### src/rtl/mce_bank_log.sv
module mce_bank_log #(
  parameter int NB = 4,
  parameter int W  = 64
) (
  input  logic         clk,
  input  logic         rst_n,
  input  logic [15:0]  cap_i,
  input  logic [W-1:0] gctl_i,
  input  logic         mce_en_i,
  input  logic         cfg_we_i,
  input  logic [1:0]   cfg_sel_i,
  input  logic [7:0]   cfg_bank_i,
  input  logic [W-1:0] cfg_data_i,
  input  logic         inj_valid_i,
  input  logic [7:0]   inj_bank_i,
  input  logic [W-1:0] inj_status_i,
  input  logic [W-1:0] inj_gstat_i,
  input  logic [W-1:0] inj_addr_i,
  input  logic [W-1:0] inj_misc_i,
  input  logic         inj_uncond_i,
  input  logic [7:0]   rd_bank_i,
  output logic [W-1:0] rd_ctl_o,
  output logic [W-1:0] rd_status_o,
  output logic [W-1:0] rd_addr_o,
  output logic [W-1:0] rd_misc_o,
  output logic [W-1:0] gstat_o,
  output logic         out_valid_o,
  output logic [2:0]   out_code_o,
  output logic         irq_o,
  output logic         reset_req_o
);
  localparam int BW = (NB > 1) ? $clog2(NB) : 1;
  localparam logic [7:0] NB8 = 8'(NB);
  localparam int B_VAL = W - 1;
  localparam int B_OVR = W - 2;
  localparam int B_UC  = W - 3;
  localparam int B_AR  = W - 9;
  localparam int B_MCIP = 2;
  localparam logic [2:0] C_REJ = 3'd0, C_IGN = 3'd1, C_DROP = 3'd2,
                         C_RST = 3'd3, C_LOG = 3'd4, C_OVF = 3'd5;

  logic [NB-1:0][W-1:0] ctl_q, st_q, ad_q, mi_q;
  logic [W-1:0] gs_q, old_st, new_st;
  logic [2:0] code_d;
  logic [BW-1:0] ib, cb, rb;

  assign ib = inj_bank_i[BW-1:0];
  assign cb = cfg_bank_i[BW-1:0];
  assign rb = rd_bank_i[BW-1:0];

  wire bank_ok = (inj_bank_i < cap_i[7:0]) && (inj_bank_i < NB8);
  wire is_uc   = inj_status_i[B_UC];
  wire mcip    = gs_q[B_MCIP];
  assign old_st = st_q[ib];

  always_comb begin
    new_st = inj_status_i;
    if (old_st[B_VAL]) new_st[B_OVR] = 1'b1;
    if (cap_i == 16'd0 || !bank_ok || !inj_status_i[B_VAL])
      code_d = C_REJ;
    else if (!inj_uncond_i && !inj_status_i[B_AR] && mcip)
      code_d = C_IGN;
    else if (is_uc) begin
      if ((cap_i[8] && !(&gctl_i)) || !(&ctl_q[ib])) code_d = C_DROP;
      else if (!mce_en_i || mcip)                       code_d = C_RST;
      else                                              code_d = C_LOG;
    end else if (!old_st[B_VAL] || !old_st[B_UC])
      code_d = C_LOG;
    else
      code_d = C_OVF;
  end

  always_ff @(posedge clk or negedge rst_n) begin
    if (!rst_n) begin
      ctl_q <= '1;
      st_q <= '0;
      ad_q <= '0;
      mi_q <= '0;
      gs_q <= '0;
      out_valid_o <= 1'b0;
      out_code_o <= C_REJ;
      irq_o <= 1'b0;
      reset_req_o <= 1'b0;
    end else begin
      out_valid_o <= inj_valid_i;
      out_code_o  <= inj_valid_i ? code_d : C_REJ;
      irq_o       <= inj_valid_i && code_d == C_LOG && is_uc;
      reset_req_o <= inj_valid_i && code_d == C_RST;
      if (cfg_we_i) begin
        case (cfg_sel_i)
          2'd0: if (cfg_bank_i < NB8) ctl_q[cb] <= cfg_data_i;
          2'd1: if (cfg_bank_i < NB8) st_q[cb] <= cfg_data_i;
          2'd2: gs_q <= cfg_data_i;
          default: ;
        endcase
      end
      if (inj_valid_i && code_d == C_LOG) begin
        st_q[ib] <= new_st;
        ad_q[ib] <= inj_addr_i;
        mi_q[ib] <= inj_misc_i;
        if (is_uc) gs_q <= inj_gstat_i;
      end
      if (inj_valid_i && code_d == C_OVF) st_q[ib][B_OVR] <= 1'b1;
    end
  end

  wire rd_ok = rd_bank_i < NB8;
  assign rd_ctl_o    = rd_ok ? ctl_q[rb] : '0;
  assign rd_status_o = rd_ok ? st_q[rb]  : '0;
  assign rd_addr_o   = rd_ok ? ad_q[rb]  : '0;
  assign rd_misc_o   = rd_ok ? mi_q[rb]  : '0;
  assign gstat_o     = gs_q;

  AST_IRQ_ON_LOG: assert property (@(posedge clk) disable iff (!rst_n)
    irq_o |-> (out_valid_o && out_code_o == C_LOG && !reset_req_o));
  AST_RESET_ON_ESC: assert property (@(posedge clk) disable iff (!rst_n)
    reset_req_o |-> (out_valid_o && out_code_o == C_RST));
  AST_SKIP_NO_WRITE: assert property (@(posedge clk) disable iff (!rst_n)
    (out_valid_o && out_code_o <= C_RST && !$past(cfg_we_i))
      |-> ($stable(st_q) && $stable(ad_q) && $stable(mi_q) && $stable(gs_q)));
  AST_OVF_KEEPS_DATA: assert property (@(posedge clk) disable iff (!rst_n)
    (out_valid_o && out_code_o == C_OVF) |-> ($stable(ad_q) && $stable(mi_q)));
  AST_OUT_PULSE: assert property (@(posedge clk) disable iff (!rst_n)
    out_valid_o |-> ($past(inj_valid_i) && out_code_o <= C_OVF));
endmodule

### config.mk
export PLATFORM = sky130hd
export DESIGN_NAME = mce_bank_log
export DESIGN_NICKNAME = d
export VERILOG_FILES = /design/src/rtl/mce_bank_log.sv
export SDC_FILE = /design/constraint.sdc
export NUM_CORES = 2
export LEC_CHECK = 0
export BUFFER_PORTS_ARGS = -buffer_cell sky130_fd_sc_hd__buf_2
export CORE_MARGIN = 4
export CORE_UTILIZATION = 55
export DETAILED_ROUTE_END_ITERATION = 16
export GPL_ROUTABILITY_DRIVEN = 0
export PLACE_DENSITY = 0.79
export SLEW_MARGIN = 20
export SYNTH_ARGS = -nofsm -noshare
export SYNTH_HDL_FRONTEND = slang
export SYNTH_SLANG_ARGS = --single-unit
export TNS_END_PERCENT = 50
### constraint.sdc
create_clock -name clk -period 3.5 [get_ports clk]
set_input_delay 0.525 -clock clk [delete_from_list [all_inputs] [get_ports clk]]
set_output_delay 0.525 -clock clk [all_outputs]
set_load 0.05 [all_outputs]
==> metrics.md <==
| Metric | Value |
|---|---|
| CTS root buf | clkbuf_16 |
| Final min period | 3.41 ns |
| Leading area contributor after synthesis | dfrtp_1 |
| Setup TNS | 0 ns |
| Clock-pin transition on the worst setup and hold timing paths | around 0.060 ns |
| DR pass1 iterations | 5 |
| Critical R2R Launch | ctl_q[243] |
| Max Root-Sink Buffers | 3 |
| DRC marker count from the first detailed-route iteration | roughly 2,500 |
| # rows | roughly 110 |
| Simple-Gate Fraction of Synth Area | just over 5% |
| Non-Filler Instances | 5,682 |
| Flops & latches, synth | around 1,100 |
| Die height | 321 um |
| Cell count of the worst hold path | 2 |
| Setup Slack @ Placement | -0.439 ns |
| R2r setup slk | about 0.09 ns |
| Area contributors post-synth | dfrtp_1, mux2_1, mux2_2 |
| Largest family of logic cells by synthesized area | multiplexers |
| Syn_area_per_cell | ~15 um2 |
| Fillcell total | 6,717 |
| Grt total ovfl | 0 |
| FF+latch area | about 0.028 mm2 |
| Layout cells sized above 1 | a little over half |
| Relative slew slack | a little over a quarter |
| Synthesized cell area | ~0.054 mm2 |
| Ys async rst share | 100% |
| Full die area | 0.103 mm2 |
| Max-slew violation count | 0 |
| Slew @ Worst Pin | ~1.1 ns |
| Worst IR Drop VDD | about 0.00044 V |
| Area Overhead vs Synth | 19.4% |
| Post-synth top flop | dfrtp_1 |
| Placed Instance Area | 0.0599 mm2 |
| Gr usage total | 30.5% |
| Post-synthesis adder-cell area fraction | less than 1% |
| DR DRC count | 0 |
| Final hold slack | 0.0522 ns |
| Netlist cell types | between 40 and 50 |
| Power Density | about 440 mW/mm2 |
| Initial core utilization | 55.5% |
| Crit path DAT | slightly below 4 ns |
| First-pass GRT wire length | around 240,000 um |
| Top-area cell type share of the netlist area | 39.0% |
| Setup violations, final | 0 |
| Port Buffer Count | approximately 760 |
| Initial antenna violation count | 30 |
| Design Area, Final | between 0.06 and 0.07 mm2 |
| Vias | around 35,000 |
| Core Area | between 0.09 and 0.1 mm2 |
| Period Utilization, post-route | ~100% |
| Total CTS buffers | roughly 110 |
| Clk sink count | around 1,100 |
| Worst Hold End | gstat_o[29] |
| Skew final | approximately 0.046 ns |
| Mapped Nets | around 4,000 |
| DR vias/cell | around 6.2 |
| FF-to-FF path depth | 12 |
| Final net count | approximately 4,700 |
| Clock Latency Late Sink | about 0.7 ns |
| Mux contribution to synthesized area | 39.9% |
| Post-route ant nets | 0 |
| Compound-Gate Fraction of Synth Area | less than 1% |
| CP Capture Type | register |
| FF-to-FF End | ad_q[199] |
| Number of global-route vias before repair | 37,000 |
| Largest net degree at the start of global routing | about 120 |
| Number of flops mapped to enable cells by yosys | 0 |
| Seq/Total Area, Yosys | 51.5% |
| Final Util | approximately 66% |
| DP Wirelength | 110,000 um |
| Gate Count Post-Synth | roughly 3,500 |
| Max Clk Rate | about 290 MHz |
| Final worst slack | between 0.09 and 0.1 ns |
| Critical path class | register to register |
| Hold Crit Class | input port to register |
| Area of the multi-input gates | around 0.025 mm2 |
| P_leak | 33.0 nW |
| Hold_sp | inj_gstat_i[29] |
| Critical path data required time | ~4.1 ns |
| Die width | 321 um |
| Status | finished clean |
| Total Power | around 28 mW |
| Most common cell in the netlist | dfrtp_1 |
| CTS tree | done |
| Placed Instances | 5,430 |
| Overall routed net length | between 150,000 and 200,000 um |
| I/O pins | ~760 |
| Most frequent cells after synthesis | dfrtp_1, mux2_1, mux2_2 |
| Worst-path maximum fanout | 38 |
| Max cap viols | 0 |
| Final Hold Vio Count | 0 |
| Routed WL per cell | approximately 28 um |
| CP Launch Type | register |
| YS warnings | 0 |
| H-tree depth | 3 |
| XOR/XNOR share of the synthesized area | 0% |
## power by group
group / internal, mW / total (mW) / switching [mW]
clock network: 7.32 / 12.5 / 5.22
registers: 13.0 / 13.2 / 0.177
logic: 0.951 / 2.59 / 1.64
## registers in the layout, summed over array words and instances, names as in the netlist, 3 cells and up
name,cells
out_code_o,3
ad_q,256
ctl_q,256
st_q,256
gstat_o,64
mi_q,256
## cell type report
cell class	instances	share of cell area, %
well taps	1276	2.49
clock buffers	168	5.29
clock inverters	43	0.807
repair buffers	935	9.71
inverters	11	0.0644
flip-flops and latches	1094	43.2
multi-input cells	2132	38.4
diodes	23	0.0897
## critical path, cell delays in order (launching register included)
cell and delay [ns]:
dfstp_2 0.55, nand4_1 0.27, nor3_2 0.22, buf_4 0.16, nand4_1 0.09, a41oi_1 0.24
nand4_1 0.12, buf_4 0.18, o21a_4 0.24, nor4_4 0.30, buf_4 0.23, buf_12 0.24
mux2_1 0.37
## cell families after synthesis
logic type / after synthesis
mux: 1650
flops: 1094
simple gates: 451
buf+inv: 281
compound gates: 24
fa+ha+maj: 7
## worst max path at each step
stage,cells after the start,endpoint,from,slack (ns)
CTS,10,ad_q[93],ctl_q[41],0.04
global placement,13,st_q[115],gctl_i[53],-0.31
global route,12,ad_q[199],ctl_q[247],-0.05
finish,12,ad_q[199],ctl_q[243],0.09
floorplan,5,rd_misc_o[23],rd_bank_i[0],0.41
detailed placement,13,ad_q[93],gctl_i[61],-0.44
## layout by cell type (no fill, tap or decap), types with 75 or more instances in the layout
| cell | count |
|---|---|
| and3_1 | 267 |
| buf_12 | 75 |
| buf_2 | 753 |
| buf_4 | 85 |
| clkbuf_16 | 120 |
| dfrtp_1 | 838 |
| dfstp_2 | 256 |
| mux2_1 | 708 |
| mux2_2 | 671 |
| mux4_2 | 258 |
| nand4_1 | 84 |
## timing repair
item	in CTS	in global routing
resized for setup	1	13
cloned	0	1
pin swaps	1	2
hold buffers	11	0
setup buffers	1	5
endpoints found under the hold margin	51	0
endpoints found under the setup margin	741	595
## routing by layer
| layer | up-vias | wire length (um) | part of all wire, % | GRT usage, % |
|---|---|---|---|---|
| met5 | - | 104 | 0.065 | 0 |
| met4 | 16 | 5910 | 3.7 | 10.5 |
| met3 | 285 | 13000 | 8.2 | 8.05 |
| met2 | 1292 | 75800 | 48 | 49.0 |
| met1 | 18700 | 64100 | 40 | 40.7 |
| li1 | 14900 | - | - | - |
(Power assumes the default switching activity.)
